## config.mk

```make
export PLATFORM = sky130hd
export DESIGN_NAME = fpm_dram_ctrl
export DESIGN_NICKNAME = d
export VERILOG_FILES = /design/src/rtl/fpm_pkg.sv /design/src/rtl/fpm_timer.sv /design/src/rtl/fpm_seq.sv /design/src/rtl/fpm_addr_path.sv /design/src/rtl/fpm_dram_ctrl.sv
export SDC_FILE = /design/constraint.sdc
export NUM_CORES = 1
export LEC_CHECK = 0
export CAP_MARGIN = 30
export CORE_AREA = 3 3 79 111
export DETAILED_ROUTE_END_ITERATION = 6
export DIE_AREA = 0 0 82 114
export PLACE_DENSITY = 0.89
export SETUP_SLACK_MARGIN = 0.2
export SLEW_MARGIN = 0
export SYNTH_ARGS = -nofsm -noshare
export SYNTH_HDL_FRONTEND = slang
export SYNTH_HIERARCHICAL = 1
export SYNTH_SLANG_ARGS = --single-unit
```

## constraint.sdc

```tcl
create_clock -name clk -period 6.4 [get_ports clk]
set_clock_uncertainty 0.05 [all_clocks]
set_input_delay 0.64 -clock clk [delete_from_list [all_inputs] [get_ports clk]]
set_output_delay 0.64 -clock clk [all_outputs]
set_load 0.03 [all_outputs]
```

## src/rtl/fpm_pkg.sv

```systemverilog
package fpm_pkg;

    localparam int ROW_W  = 10;
    localparam int COL_W  = 10;
    localparam int ADDR_W = ROW_W + COL_W;
    localparam int LANES  = 2;
    localparam int LANE_W = 8;
    localparam int DQ_W   = LANES * LANE_W;
    localparam int PIN_W  = (ROW_W > COL_W) ? ROW_W : COL_W;

    typedef enum logic [3:0] {
        S_IDLE,    // row closed, precharge met
        S_ROW,     // row address set up, strobe still high
        S_ACT,     // row strobe low, row-to-column wait
        S_COLSET,  // column address, write enable and data set up
        S_COL,     // column strobe pulse
        S_PAGE,    // row open, column strobes high
        S_PRE,     // row strobe high, precharge wait
        S_RCAS,    // refresh: column strobes low first
        S_RRAS     // refresh: row strobe low
    } fpm_state_e;

    typedef struct packed {
        logic              write;
        logic [LANES-1:0]  be;
        logic [ADDR_W-1:0] addr;
        logic [DQ_W-1:0]   wdata;
    } fpm_req_t;

    function automatic int max_of(input int a, input int b);
        return (a > b) ? a : b;
    endfunction

endpackage

```

## src/rtl/fpm_timer.sv

```systemverilog
module fpm_timer #(
    parameter int W = 4
) (
    input  logic         clk,
    input  logic         rst,
    input  logic         load,
    input  logic [W-1:0] value,
    output logic         done
);
    logic [W-1:0] cnt;

    always_ff @(posedge clk) begin
        if (rst)
            cnt <= '0;
        else if (load)
            cnt <= value;
        else if (cnt != '0)
            cnt <= cnt - 1'b1;
    end

    assign done = (cnt == '0);
endmodule

```

## src/rtl/fpm_seq.sv

```systemverilog
module fpm_seq
    import fpm_pkg::*;
#(
    parameter int T_RCD  = 7,
    parameter int T_CAS  = 7,
    parameter int T_CP   = 3,
    parameter int T_RAS  = 15,
    parameter int T_RP   = 10,
    parameter int T_CSR  = 3,
    parameter int T_IDLE = 64
) (
    input  logic       clk,
    input  logic       rst,
    input  logic       req_valid,
    input  logic       row_hit,
    input  logic       ref_req,
    output fpm_state_e state,
    output logic       ready,
    output logic       accept,
    output logic       capture,
    output logic       ref_ack
);
    localparam int TMAX = max_of(max_of(max_of(T_RCD, T_CAS), max_of(T_CP, T_RAS)),
                                 max_of(max_of(T_RP, T_CSR), T_IDLE));
    localparam int TW   = $clog2(TMAX + 1);

    function automatic logic [TW-1:0] cyc(input int n);
        return TW'(n - 1);
    endfunction

    fpm_state_e nxt;
    logic          st_ld, ras_ld, idle_ld;
    logic [TW-1:0] st_val;
    logic          st_done, ras_done, idle_done;

    fpm_timer #(.W(TW)) i_st_tmr   (.clk(clk), .rst(rst), .load(st_ld),
                                    .value(st_val),       .done(st_done));
    fpm_timer #(.W(TW)) i_ras_tmr  (.clk(clk), .rst(rst), .load(ras_ld),
                                    .value(cyc(T_RAS)),   .done(ras_done));
    fpm_timer #(.W(TW)) i_idle_tmr (.clk(clk), .rst(rst), .load(idle_ld),
                                    .value(cyc(T_IDLE)),  .done(idle_done));

    always_ff @(posedge clk) begin
        if (rst) state <= S_IDLE;
        else     state <= nxt;
    end

    always_comb begin
        nxt     = state;
        st_ld   = 1'b0;
        st_val  = '0;
        ras_ld  = 1'b0;
        idle_ld = 1'b0;
        ready   = 1'b0;
        accept  = 1'b0;
        capture = 1'b0;
        ref_ack = 1'b0;
        unique case (state)
            S_IDLE: begin
                ready = !ref_req;
                if (ref_req) begin
                    nxt    = S_RCAS;
                    st_ld  = 1'b1;
                    st_val = cyc(T_CSR);
                end else if (req_valid) begin
                    accept = 1'b1;
                    nxt    = S_ROW;
                end
            end
            S_ROW: begin
                nxt    = S_ACT;
                st_ld  = 1'b1;
                st_val = cyc(T_RCD);
                ras_ld = 1'b1;
            end
            S_ACT: if (st_done) nxt = S_COLSET;
            S_COLSET: begin
                nxt    = S_COL;
                st_ld  = 1'b1;
                st_val = cyc(T_CAS);
            end
            S_COL: if (st_done) begin
                capture = 1'b1;
                nxt     = S_PAGE;
                st_ld   = 1'b1;
                st_val  = cyc(T_CP);
                idle_ld = 1'b1;
            end
            S_PAGE: if (st_done) begin
                if (ref_req || idle_done || (req_valid && !row_hit)) begin
                    if (ras_done) begin
                        nxt    = S_PRE;
                        st_ld  = 1'b1;
                        st_val = cyc(T_RP);
                    end
                end else begin
                    ready = 1'b1;
                    if (req_valid) begin
                        accept = 1'b1;
                        nxt    = S_COLSET;
                    end
                end
            end
            S_PRE: if (st_done) nxt = S_IDLE;
            S_RCAS: if (st_done) begin
                nxt    = S_RRAS;
                st_ld  = 1'b1;
                st_val = cyc(T_RAS);
            end
            S_RRAS: if (st_done) begin
                ref_ack = 1'b1;
                nxt     = S_PRE;
                st_ld   = 1'b1;
                st_val  = cyc(T_RP);
            end
            default: nxt = S_IDLE;
        endcase
    end
endmodule

```

## src/rtl/fpm_addr_path.sv

```systemverilog
module fpm_addr_path
    import fpm_pkg::*;
(
    input  logic             clk,
    input  logic             rst,
    input  logic             accept,
    input  logic             capture,
    input  fpm_req_t         req_in,
    input  fpm_state_e       state,
    input  logic [DQ_W-1:0]  dq_in,
    output fpm_req_t         cur,
    output logic             row_hit,
    output logic [PIN_W-1:0] pin_addr,
    output logic             rsp_valid,
    output logic [DQ_W-1:0]  rsp_rdata
);
    logic [ROW_W-1:0] cur_row;
    logic [COL_W-1:0] cur_col;
    logic             take;

    always_ff @(posedge clk) begin
        if (rst)         cur <= '0;
        else if (accept) cur <= req_in;
    end

    assign cur_row = cur.addr[ADDR_W-1 -: ROW_W];
    assign cur_col = cur.addr[COL_W-1:0];
    assign row_hit = (req_in.addr[ADDR_W-1 -: ROW_W] == cur_row);

    always_comb begin
        if (state == S_ROW || state == S_ACT)
            pin_addr = PIN_W'(cur_row);
        else
            pin_addr = PIN_W'(cur_col);
    end

    assign take = capture && !cur.write;

    always_ff @(posedge clk) begin
        if (rst) rsp_valid <= 1'b0;
        else     rsp_valid <= take;
    end

    for (genvar g = 0; g < LANES; g++) begin : g_lane
        always_ff @(posedge clk) begin
            if (rst)
                rsp_rdata[g*LANE_W +: LANE_W] <= '0;
            else if (take)
                rsp_rdata[g*LANE_W +: LANE_W] <= cur.be[g] ? dq_in[g*LANE_W +: LANE_W] : '0;
        end
    end
endmodule

```

## src/rtl/fpm_dram_ctrl.sv

```systemverilog
module fpm_dram_ctrl
    import fpm_pkg::*;
#(
    parameter int T_RCD  = 7,
    parameter int T_CAS  = 7,
    parameter int T_CP   = 3,
    parameter int T_RAS  = 15,
    parameter int T_RP   = 10,
    parameter int T_CSR  = 3,
    parameter int T_IDLE = 64
) (
    input  logic              clk,
    input  logic              rst,
    input  logic              req_valid,
    output logic              req_ready,
    input  logic              req_write,
    input  logic [ADDR_W-1:0] req_addr,
    input  logic [DQ_W-1:0]   req_wdata,
    input  logic [LANES-1:0]  req_be,
    output logic              rsp_valid,
    output logic [DQ_W-1:0]   rsp_rdata,
    input  logic              ref_req,
    output logic              ref_ack,
    output logic              dram_ras_n,
    output logic              dram_lcas_n,
    output logic              dram_ucas_n,
    output logic              dram_we_n,
    output logic              dram_oe_n,
    output logic [PIN_W-1:0]  dram_addr,
    output logic [DQ_W-1:0]   dram_dq_out,
    output logic              dram_dq_oe,
    input  logic [DQ_W-1:0]   dram_dq_in
);
    fpm_state_e       state;
    fpm_req_t         req_in, cur;
    logic             accept, capture, row_hit;
    logic [LANES-1:0] cas_n;

    assign req_in = '{write: req_write, be: req_be, addr: req_addr, wdata: req_wdata};

    fpm_seq #(
        .T_RCD(T_RCD), .T_CAS(T_CAS), .T_CP(T_CP), .T_RAS(T_RAS),
        .T_RP(T_RP), .T_CSR(T_CSR), .T_IDLE(T_IDLE)
    ) i_seq (
        .clk(clk), .rst(rst), .req_valid(req_valid), .row_hit(row_hit),
        .ref_req(ref_req), .state(state), .ready(req_ready), .accept(accept),
        .capture(capture), .ref_ack(ref_ack)
    );

    fpm_addr_path i_path (
        .clk(clk), .rst(rst), .accept(accept), .capture(capture),
        .req_in(req_in), .state(state), .dq_in(dram_dq_in), .cur(cur),
        .row_hit(row_hit), .pin_addr(dram_addr), .rsp_valid(rsp_valid),
        .rsp_rdata(rsp_rdata)
    );

    always_comb begin
        dram_ras_n = 1'b1;
        cas_n      = '1;
        dram_we_n  = 1'b1;
        dram_oe_n  = 1'b1;
        dram_dq_oe = 1'b0;
        unique case (state)
            S_ACT, S_PAGE: dram_ras_n = 1'b0;
            S_COLSET: begin
                dram_ras_n = 1'b0;
                dram_we_n  = !cur.write;
                dram_dq_oe = cur.write;
            end
            S_COL: begin
                dram_ras_n = 1'b0;
                cas_n      = ~cur.be;
                dram_we_n  = !cur.write;
                dram_oe_n  = cur.write;
                dram_dq_oe = cur.write;
            end
            S_RCAS: cas_n = '0;
            S_RRAS: begin
                dram_ras_n = 1'b0;
                cas_n      = '0;
            end
            default: ;
        endcase
    end

    assign dram_lcas_n = cas_n[0];
    assign dram_ucas_n = cas_n[LANES-1];
    assign dram_dq_out = cur.wdata;
endmodule

```

==> results.sh, run 1 <==
export IMPL_status="complete, no violations"
export IMPL_overflow=0
export IMPL_synth_edf_count=0
export IMPL_rows=38
export IMPL_routed_wl_mm=10.08
export IMPL_drc=0
export IMPL_clkTransAtPathRegs_ns=0.08
export IMPL_power_switching_mw=0.7345
export IMPL_synth_area_sq_um=4023
export IMPL_syn2layout_area_growth_pct=34.71
export IMPL_htree_levels=3
export IMPL_io_pins=110
export IMPL_critPathKind="in2out"
export IMPL_setup_violations=0
export IMPL_cp_num_buf_inv=2
export IMPL_synth_cells=429
export IMPL_fin_nets=608
export IMPL_hold_path_class="reg2reg"
export IMPL_maxSlewViolCount=0
export IMPL_p_leak_nw=2.077
export IMPL_final_period_utilization_pct=59.30
export IMPL_vdd_drop_max_v=0.0001946
export IMPL_grt_pass1_vias=3387
export IMPL_start_kind="input port"
export IMPL_fin_ws_ns=2.605
export IMPL_grt_first_pass_wirelength_mm=15.90
export IMPL_rsz0062_at_grt="false"
export IMPL_cpPeakStageDelay_ns=0.74
export IMPL_slowest_stage="clkdlybuf4s50_1"
export IMPL_fmax_ghz=0.2635
export IMPL_ys_types=55
export IMPL_post_dp_cell_area_sq_um=5191
export IMPL_dp_cells=632
export IMPL_clock_sinks=81
export IMPL_place_port_buffers=109
export IMPL_max_slew_margin_rel_pct=48.13
export IMPL_clock_latency_ns=0.36
export IMPL_grt_max_degree=71
export IMPL_final_cell_area_sq_um=5419
export IMPL_dpl_hpwl_mm=6.971
export IMPL_die_area_sq_um=9348
export IMPL_clk_path_buf_depth=2
export IMPL_post_cts_buffers=0
export IMPL_crit_chain="clkdlybuf4s50_1 -> xnor2_1 -> nand4_1 -> nor4_1 -> nand2b_1 -> nand3_1 -> o21ai_1 -> clkdlybuf4s50_1"
export IMPL_drtIter0Drc=176
export IMPL_cp_top_family="buffers and inverters"
export IMPL_routedWlPerCell_um=15.56
export IMPL_swShare_pct=36.94
export IMPL_synth_seq_cells=81
export IMPL_worstMarginPinSlew_ns=0.7770
export IMPL_cts_buffers=9
export IMPL_vias=3456
export IMPL_pwr_share_comb_pct=44.3
export IMPL_hold_violations=0
export IMPL_core_area_sq_um=7797
export IMPL_cts_hold_buf=0
export IMPL_crit_path_frequent_cell="clkdlybuf4s50_1"
export IMPL_synth_ff_type="dfxtp_1"
export IMPL_ctsResizeCount=0
export IMPL_instances_no_fill=648
export IMPL_yosysSeqAreaShare_pct=40.31
export IMPL_antenna_found_initial=0
export IMPL_intPower_mw=1.254
export IMPL_cp_max_fo=4
export IMPL_cts_tree="yes"
export IMPL_ys_warn_count=6
export IMPL_cp_required_ns=5.71
export IMPL_die_w_um=82
export IMPL_clkPwrFrac_pct=21.3
export IMPL_end_kind="primary output"
export IMPL_num_antenna_cells=0
export IMPL_grtUsageTotal_pct=22.10
export IMPL_root_buffer="clkbuf_8"
export IMPL_ant_nets=0
export IMPL_seqPwrFrac_pct=34.4
export IMPL_gp_congestion=0.8988
export IMPL_pre_cts_ws_ns=2.759
export IMPL_cap_viol_max_count=0
export IMPL_syn_area_per_cell_sq_um=9.377
export IMPL_start_util_pct=51.59
export IMPL_drive_gt1_share_pct=10.04
export IMPL_postSynth_asyncResetShare_pct=0
export IMPL_firstDrtPassIters=4
export IMPL_die_h_um=114
export IMPL_p_per_area_nw_per_um2=366.9
export IMPL_worstPathArrival_ns=3.11
export IMPL_via_per_inst=5.333
export IMPL_fin_setup_tns_ns=0
export IMPL_fin_crit_ns=3.795
cell usage after synthesis, types with 2 or more instances:
library cell	count	area [sq um]
nor4_1	3	18.77
nor3_1	8	40.04
o22ai_1	12	75.07
nor2_1	57	214.0
mux2_4	11	165.2
or2_2	6	37.54
nor2b_1	5	31.28
buf_1	3	11.26
buf_2	5	25.02
and2_1	4	25.02
and3_1	2	12.51
nor3b_1	2	15.01
nand2b_1	5	31.28
buf_4	2	15.01
o31ai_1	2	15.01
o31a_1	3	26.28
o21ai_1	2	10.01
and4b_1	3	30.03
ha_1	6	75.07
xnor2_1	21	183.9
or3_1	10	62.56
nand4_1	3	18.77
mux2_2	3	33.78
clkbuf_1	12	45.04
buf_6	5	56.30
nand2_1	30	112.6
a21oi_1	14	70.07
mux2i_1	41	410.4
nand3_1	2	10.01
nor4b_2	2	30.03
inv_1	12	45.04
xor2_1	9	78.83
o21a_1	2	15.01
nor3b_2	3	37.54
conb_1	2	7.510
dfxtp_1	81	1622
a22o_1	16	140.1
o21ai_0	2	10.01
a221oi_1	2	17.52
cell families after synthesis:
family	Yosys count	synth area share, %
simple gates	151	19.38
flops	81	40.31
compound gates	65	11.66
other cells	2	0.1867
buf+inv	39	4.914
mux	55	15.15
xor+xnor	30	6.532
fa+ha+maj	6	1.866
per-layer routing:
metal  share of wire [%]  GRT usage, %
met1                  39         24.03
met2                  51         37.51
met3                 6.9         6.398
met4                 3.0         12.31
met5                   0             0
area by class of cell:
type,count,area [sq um]
inverters,12,45.04
flip-flops and latches,81,1622
repair buffers,115,1139
well taps,100,125.1
clock inverters,6,90.09
multi-input cells,324,2261
clock buffers,10,137.6
fillers,564,2379
worst paths after layout:
| kind | cells after the start | slack, ns | startpoint | to |
|---|---|---|---|---|
| worst min register to register | 1 | 0.44 | i_path/rsp_rdata[15] | i_path/rsp_rdata[15] |
| worst max register to register | 12 | 3.38 | i_path/cur[32] | i_seq/i_st_tmr/cnt[5] |
| worst max-delay path | 8 | 2.60 | req_addr[10] | req_ready |
| worst min-delay path | 1 | 0.44 | i_path/rsp_rdata[15] | i_path/rsp_rdata[15] |
power by group through the flow:
stage | Combinational, mW | Clock [mW] | Sequential (mW)
5_1_grt | 0.970 | 0.451 | 0.699
6_report | 0.881 | 0.423 | 0.685
3_3_place_gp | 0.841 | 0 | 0.687
2_1_floorplan | 0.696 | 0 | 0.683
4_1_cts | 0.884 | 0.435 | 0.684
3_5_place_dp | 0.876 | 0 | 0.694
placed cells by master (no fill, tap or decap), drive strengths merged, types with 8 or more instances in the layout:
cell / count
a21oi: 15
a22o: 16
clkbuf: 10
clkdlybuf4s50: 108
conb: 17
dfxtp: 81
inv: 13
mux2: 14
mux2i: 41
nand2: 30
nor2: 58
nor3: 8
o22ai: 12
or3: 10
xnor2: 21
xor2: 9
sequential cells by signal, indices dropped and copies added, names as in the netlist:
name and cells:
i_seq/i_st_tmr/cnt 7, i_seq/state 4, i_seq/i_ras_tmr/cnt 7, i_seq/i_idle_tmr/cnt 7, i_path/rsp_valid 1, i_path/rsp_rdata 16, i_path/cur 39
metrics by stage:
| step | total power, mW | hold WS, ns | util [%] |
|---|---|---|---|
| floorplan | 1.379 | 0.4106 | - |
| global placement | 1.528 | 0.4114 | 66.09 |
| detailed placement | 1.570 | 0.4158 | 66.58 |
| CTS | 2.003 | 0.4426 | 69.50 |
| global route | 2.120 | 0.4617 | 69.50 |
| finish | 1.988 | 0.4362 | 69.50 |
Note: power is estimated with default switching activity, not from simulation.
==> run 2, diff against run 1 <==
--- a/config.mk
+++ b/config.mk
@@ -6,10 +6,10 @@
 export NUM_CORES = 1
 export LEC_CHECK = 0
 export CAP_MARGIN = 30
-export CORE_AREA = 3 3 79 111
+export CORE_AREA = 3 3 82 115
 export DETAILED_ROUTE_END_ITERATION = 6
-export DIE_AREA = 0 0 82 114
-export PLACE_DENSITY = 0.89
+export DIE_AREA = 0 0 85 118
+export PLACE_DENSITY = 0.84
 export SETUP_SLACK_MARGIN = 0.2
 export SLEW_MARGIN = 0
 export SYNTH_ARGS = -nofsm -noshare
==> constraint.sdc (replaced) <==
create_clock -name clk -period 3.6 [get_ports clk]
set_clock_uncertainty 0.05 [all_clocks]
set_input_delay 0.36 -clock clk [delete_from_list [all_inputs] [get_ports clk]]
set_output_delay 0.36 -clock clk [all_outputs]
set_load 0.03 [all_outputs]
==> run 2 against run 1 <==
Against the previous run: power grew 86%; first-iteration DRC count increased by 37%; combinational power rose by 91%; flip-flop and latch count unchanged; register-to-register slack worse by 2.6 ns; cell count is 1.5% higher; utilization is 5.0 points lower; clock power rose by 100%; critical path depth stayed put; sequential share of layout area down 0.53 points; die area is 7.3% higher.
==> results.sh, run 2 (synthesized netlist as in run 1, its figures left out) <==
export IMPL_status="complete, no violations"
export IMPL_setup_violations=0
export IMPL_die_area_sq_um=10030
export IMPL_vias=3492
export IMPL_gp_congestion=0.8548
export IMPL_slowest_stage="clkdlybuf4s50_1"
export IMPL_final_period_utilization_pct=87.89
export IMPL_max_slew_margin_rel_pct=40.73
export IMPL_final_common_cell="clkdlybuf4s50_1"
export IMPL_crit_path_frequent_cell="clkdlybuf4s50_1"
export IMPL_maxSlewViolCount=0
export IMPL_rsz0062_at_grt="false"
export IMPL_fin_nets=613
export IMPL_via_per_inst=5.307
export IMPL_clock_sinks=81
export IMPL_top_register="i_path/cur"
export IMPL_worstMarginPinSlew_ns=0.8890
export IMPL_die_w_um=85
export IMPL_dpl_hpwl_mm=7.093
export IMPL_pre_cts_ws_ns=0.2196
export IMPL_cts_buffers=9
export IMPL_start_util_pct=47.00
export IMPL_end_kind="primary output"
export IMPL_multi_input_area_sq_um=2261
export IMPL_grt_max_degree=49
export IMPL_fmax_ghz=0.3161
export IMPL_instances_no_fill=658
export IMPL_clk_path_buf_depth=2
export IMPL_worstPathArrival_ns=2.75
export IMPL_cpPeakStageDelay_ns=0.71
export IMPL_hold_violations=0
export IMPL_ctsResizeCount=0
export IMPL_routedWlPerCell_um=15.14
export IMPL_hold_path_class="reg2reg"
export IMPL_fin_ws_ns=0.4360
export IMPL_cts_tree="yes"
export IMPL_firstDrtPassIters=4
export IMPL_final_cell_area_sq_um=5517
export IMPL_overflow=0
export IMPL_grtUsageTotal_pct=20.92
export IMPL_fin_setup_tns_ns=0
export IMPL_dp_cells=641
export IMPL_grt_first_pass_wirelength_mm=17.08
export IMPL_post_dp_cell_area_sq_um=5233
export IMPL_routed_wl_mm=9.964
export IMPL_root_buffer="clkbuf_16"
export IMPL_grt_pass1_vias=3651
export IMPL_final_cell_mix="clkdlybuf4s50_1, dfxtp_1, nor2_1, mux2i_1, nand2_1"
export IMPL_hold_slack_ns=0.4274
export IMPL_io_pins=110
export IMPL_area_sequential_sq_um=1622
export IMPL_num_antenna_cells=0
export IMPL_drc=0
export IMPL_clkTransAtPathRegs_ns=0.07
export IMPL_cp_required_ns=3.19
export IMPL_htree_levels=3
export IMPL_finish_utilization_pct=64.46
export IMPL_post_cts_buffers=0
export IMPL_rows=40
export IMPL_grt_use_met2_pct=35.41
export IMPL_ant_nets=0
export IMPL_p_total_mw=3.694
export IMPL_grt_busiest_layer="met2"
export IMPL_drive_gt1_share_pct=10.85
export IMPL_p_leak_nw=2.124
export IMPL_critPathKind="in2out"
export IMPL_cp_max_fo=4
export IMPL_antenna_found_initial=0
export IMPL_clock_latency_ns=0.33
export IMPL_grtUsageMet1_pct=23.80
export IMPL_met3_usage_pct=7.003
export IMPL_fin_crit_ns=3.164
export IMPL_p_per_area_nw_per_um2=669.7
export IMPL_drtIter0Drc=241
export IMPL_place_port_buffers=109
export IMPL_largest_reg_flops=39
export IMPL_crit_chain="clkdlybuf4s50_1 -> xnor2_1 -> nand4_1 -> nor4_1 -> nand2b_1 -> nand3_1 -> o21ai_1 -> clkdlybuf4s50_1"
export IMPL_core_area_sq_um=8558
export IMPL_reg_largest_list="i_path/cur (39), i_path/rsp_rdata (16)"
export IMPL_syn2layout_area_growth_pct=37.14
export IMPL_vdd_drop_max_v=0.0004217
export IMPL_fillers=681
export IMPL_start_kind="input port"
export IMPL_cap_viol_max_count=0
export IMPL_cts_hold_buf=0
export IMPL_die_h_um=118
[run 2: layer usage]
layer | part of all wire, % | vias up
met5 | 0 | -
met4 | 2.5 | 0
met3 | 5.9 | 27
met2 | 52 | 117
met1 | 39 | 1640
li1 | - | 1708
[run 2: cell type report]
type,instances,share of cell area [%]
clock buffer,9,4.083
clock inverter,7,0.9753
inverter,12,0.8165
multi-input combinational,324,40.98
sequential,81,29.39
tap,105,2.381
timing repair buffer,120,21.37
[run 2: power breakdown]
part	switching, mW	internal [mW]	total, mW
logic	0.883	0.801	1.68
registers	0.107	1.05	1.15
clock network	0.385	0.473	0.858
[run 2: path summary, 6_finish.rpt]
path	from	to	slack [ns]	cells past startpoint
worst min register to register	i_path/rsp_rdata[11]	i_path/rsp_rdata[11]	0.43	1
worst min-delay path	i_path/rsp_rdata[11]	i_path/rsp_rdata[11]	0.43	1
worst max-delay path	req_addr[10]	req_ready	0.44	8
worst max register to register	i_path/cur[26]	i_seq/i_st_tmr/cnt[5]	0.75	12
[run 2: worst max-delay path, delay by kind of cell]
family	cells	cell delay, ns
buffers and inverters	2	1.20
AO/OA/AOI/OAI	1	0.18
XOR/XNOR	1	0.13
AND/OR/NAND/NOR	4	0.88
==> run 3, diff against run 2 <==
--- a/config.mk
+++ b/config.mk
@@ -6,13 +6,13 @@
 export NUM_CORES = 1
 export LEC_CHECK = 0
 export CAP_MARGIN = 30
-export CORE_AREA = 3 3 82 115
+export CORE_AREA = 3 3 80 113
 export DETAILED_ROUTE_END_ITERATION = 6
-export DIE_AREA = 0 0 85 118
-export PLACE_DENSITY = 0.84
+export DIE_AREA = 0 0 83 116
+export MAX_ROUTING_LAYER = met4
+export PLACE_DENSITY = 0.85
 export SETUP_SLACK_MARGIN = 0.2
 export SLEW_MARGIN = 0
 export SYNTH_ARGS = -nofsm -noshare
 export SYNTH_HDL_FRONTEND = slang
-export SYNTH_HIERARCHICAL = 1
 export SYNTH_SLANG_ARGS = --single-unit
==> run 3 against run 2 <==
Against the previous run: clock-buffer cell count is 3 higher; non-clock buffer count is 2 higher; clock power is 27% higher; die area is 4.0% lower; critical path type is now reg2reg; setup slack better by 0.18 ns; sequential power is 4% higher; routed wire length is 6.3% higher; largest cell class unchanged; combinational power is 4% higher; sequential share of layout area is 1.3 points higher; largest power group unchanged.
==> results.sh, run 3 <==
export IMPL_drc=0
export IMPL_grt_first_pass_wirelength_mm=16.94
export IMPL_die_area_sq_um=9628
export IMPL_postSynth_asyncResetShare_pct=0
export IMPL_grtUsageTotal_pct=21.81
export IMPL_hold_slack_ns=0.4247
export IMPL_die_h_um=116
export IMPL_grt_max_degree=42
export IMPL_netlist_top_cells_area="dfxtp_1, a21oi_1, o21ai_0"
export IMPL_via_per_inst=5.699
export IMPL_pre_cts_ws_ns=0.4349
export IMPL_cap_viol_max_count=0
export IMPL_drtIter0Drc=214
export IMPL_place_port_buffers=109
export IMPL_synth_seq_cells=81
export IMPL_htree_levels=3
export IMPL_end_kind="register"
export IMPL_overflow=0
export IMPL_rsz0062_at_grt="false"
export IMPL_num_antenna_cells=0
export IMPL_critPathKind="reg2reg"
export IMPL_cp_max_fo=25
export IMPL_synthMostInstantiatedCell="dfxtp_1"
export IMPL_routedWlPerCell_um=16.52
export IMPL_seqPwrFrac_pct=29.7
export IMPL_vdd_drop_max_v=0.0003916
export IMPL_clock_latency_ns=0.33
export IMPL_grt_pass1_vias=3611
export IMPL_start_kind="register"
export IMPL_clock_sinks=81
export IMPL_fin_setup_tns_ns=0
export IMPL_worstPathArrival_ns=3.12
export IMPL_hold_violations=0
export IMPL_worstMarginPinSlew_ns=0.8372
export IMPL_start_util_pct=47.73
export IMPL_reg2reg_slack_ns=0.61
export IMPL_cp_required_ns=3.73
export IMPL_antenna_found_initial=0
export IMPL_p_per_area_nw_per_um2=764.1
export IMPL_synthTopCellsByCount="dfxtp_1, a21oi_1, o21ai_0, nand3_1, clkbuf_1"
export IMPL_max_slew_margin_rel_pct=44.19
export IMPL_final_common_cell="clkdlybuf4s50_1"
export IMPL_final_cell_mix="clkdlybuf4s50_1, dfxtp_1, a21oi_1, o21ai_0, nand3_1"
export IMPL_gp_congestion=0.8287
export IMPL_pwr_share_comb_pct=43.4
export IMPL_synth_area_leader_cell="dfxtp_1"
export IMPL_post_cts_buffers=0
export IMPL_setup_violations=0
export IMPL_synth_area_sq_um=3866
export IMPL_finish_utilization_pct=65.17
export IMPL_synth_ff_type="dfxtp_1"
export IMPL_syn2layout_area_growth_pct=36.54
export IMPL_ys_types=54
export IMPL_fin_nets=597
export IMPL_io_pins=110
export IMPL_post_dp_cell_area_sq_um=4897
export IMPL_status="complete, no violations"
export IMPL_dpl_hpwl_mm=7.690
export IMPL_yosysSeqAreaShare_pct=41.94
export IMPL_cts_buffers=9
export IMPL_fmax_ghz=0.3348
export IMPL_slowest_stage="or4_4"
export IMPL_fillers=686
export IMPL_maxSlewViolCount=0
export IMPL_cpPeakStageDelay_ns=0.51
export IMPL_final_cell_area_sq_um=5279
export IMPL_synth_edf_count=0
export IMPL_final_period_utilization_pct=82.96
export IMPL_swShare_pct=37.62
export IMPL_crit_chain="inv_1 -> ha_1 -> or3b_4 -> or4_4 -> nor2_1 -> a41oi_4 -> buf_4 -> o21ai_0 -> a21oi_1"
export IMPL_core_area_sq_um=8100
export IMPL_root_buffer="clkbuf_16"
export IMPL_synth_cells=451
export IMPL_yosysTopAreaCellShare_pct=41.94
export IMPL_ys_warn_count=0
export IMPL_clkPwrFrac_pct=26.9
export IMPL_multi_input_area_sq_um=1938
export IMPL_power_switching_mw=1.518
export IMPL_intPower_mw=2.516
export IMPL_hold_path_class="reg2reg"
export IMPL_largest_reg_flops=39
export IMPL_die_w_um=83
export IMPL_cts_tree="yes"
export IMPL_rows=39
export IMPL_routed_wl_mm=10.59
export IMPL_syn_area_per_cell_sq_um=8.573
export IMPL_vias=3653
export IMPL_syn_nets=514
export IMPL_area_sequential_sq_um=1622
export IMPL_clkTransAtPathRegs_ns=0.06
export IMPL_firstDrtPassIters=4
export IMPL_p_leak_nw=1.939
export IMPL_top_register="i_path.cur"
export IMPL_clk_path_buf_depth=2
export IMPL_ant_nets=0
export IMPL_fin_ws_ns=0.6136
export IMPL_reg_largest_list="i_path.cur (39), i_path.rsp_rdata (16)"
export IMPL_drive_gt1_share_pct=9.647
export IMPL_fin_crit_ns=2.986
[run 3: timing repair]
item,in CTS,in global routing
hold buffers,0,0
gates resized for setup,0,3
setup endpoints to repair,0,3
[run 3: path summary, 6_finish.rpt]
check,from,to,depth (start not counted)
setup / recovery,i_seq.i_st_tmr.cnt[0],i_path.cur[15],9
hold / removal,i_path.rsp_rdata[15],i_path.rsp_rdata[15],1
setup reg to reg,i_seq.i_st_tmr.cnt[0],i_path.cur[15],9
hold reg to reg,i_path.rsp_rdata[15],i_path.rsp_rdata[15],1
[run 3: cell families after synthesis]
| kind of cell | share of synthesized area, % |
|---|---|
| AO/OA/AOI/OAI | 22.27 |
| XOR/XNOR | 4.304 |
| adder cells (fa/ha/maj) | 1.295 |
| buffers and inverters | 8.576 |
| flip-flops | 41.94 |
| multiplexers | 3.981 |
| AND/OR/NAND/NOR | 17.64 |
[run 3: cell type report]
cell class	instances	share of cell area, %
flip-flops and latches	81	30.72
multi-input cells	309	36.71
inverters	11	0.7822
clock inverters	4	1.849
well taps	102	2.418
repair buffers	122	22.47
clock buffers	12	5.049
[run 3: metrics by stage]
stage | std cells | power (mW)
floorplan | 451 | 2.430
global placement | 625 | 2.862
detailed placement | 625 | 2.926
CTS | 641 | 4.020
global route | 641 | 4.284
finish | 641 | 4.034
[run 3: power by group through the flow]
stage	clock, mW	sequential [mW]	combinational, mW
2_1_floorplan	0	1.16	1.27
3_3_place_gp	0	1.20	1.66
3_5_place_dp	0	1.21	1.71
4_1_cts	1.10	1.19	1.72
5_1_grt	1.14	1.22	1.93
6_report	1.09	1.20	1.75
[run 3: routing by layer]
| layer | share of wire (%) | vias up | GRT usage, % |
|---|---|---|---|
| met2 | 55 | 133 | 40.69 |
| met5 | 0 | - | - |
| met1 | 38 | 1725 | 23.18 |
| met3 | 4.3 | 20 | 2.774 |
| met4 | 2.5 | 0 | 9.160 |
| li1 | - | 1775 | - |
[run 3: critical path, delay by kind of cell, from the launching register on]
family          cells  cell delay [ns]
compound gates      3             0.65
fa+ha+maj           1             0.18
buf+inv             2             0.39
flops               1             0.33
simple gates        3             1.23
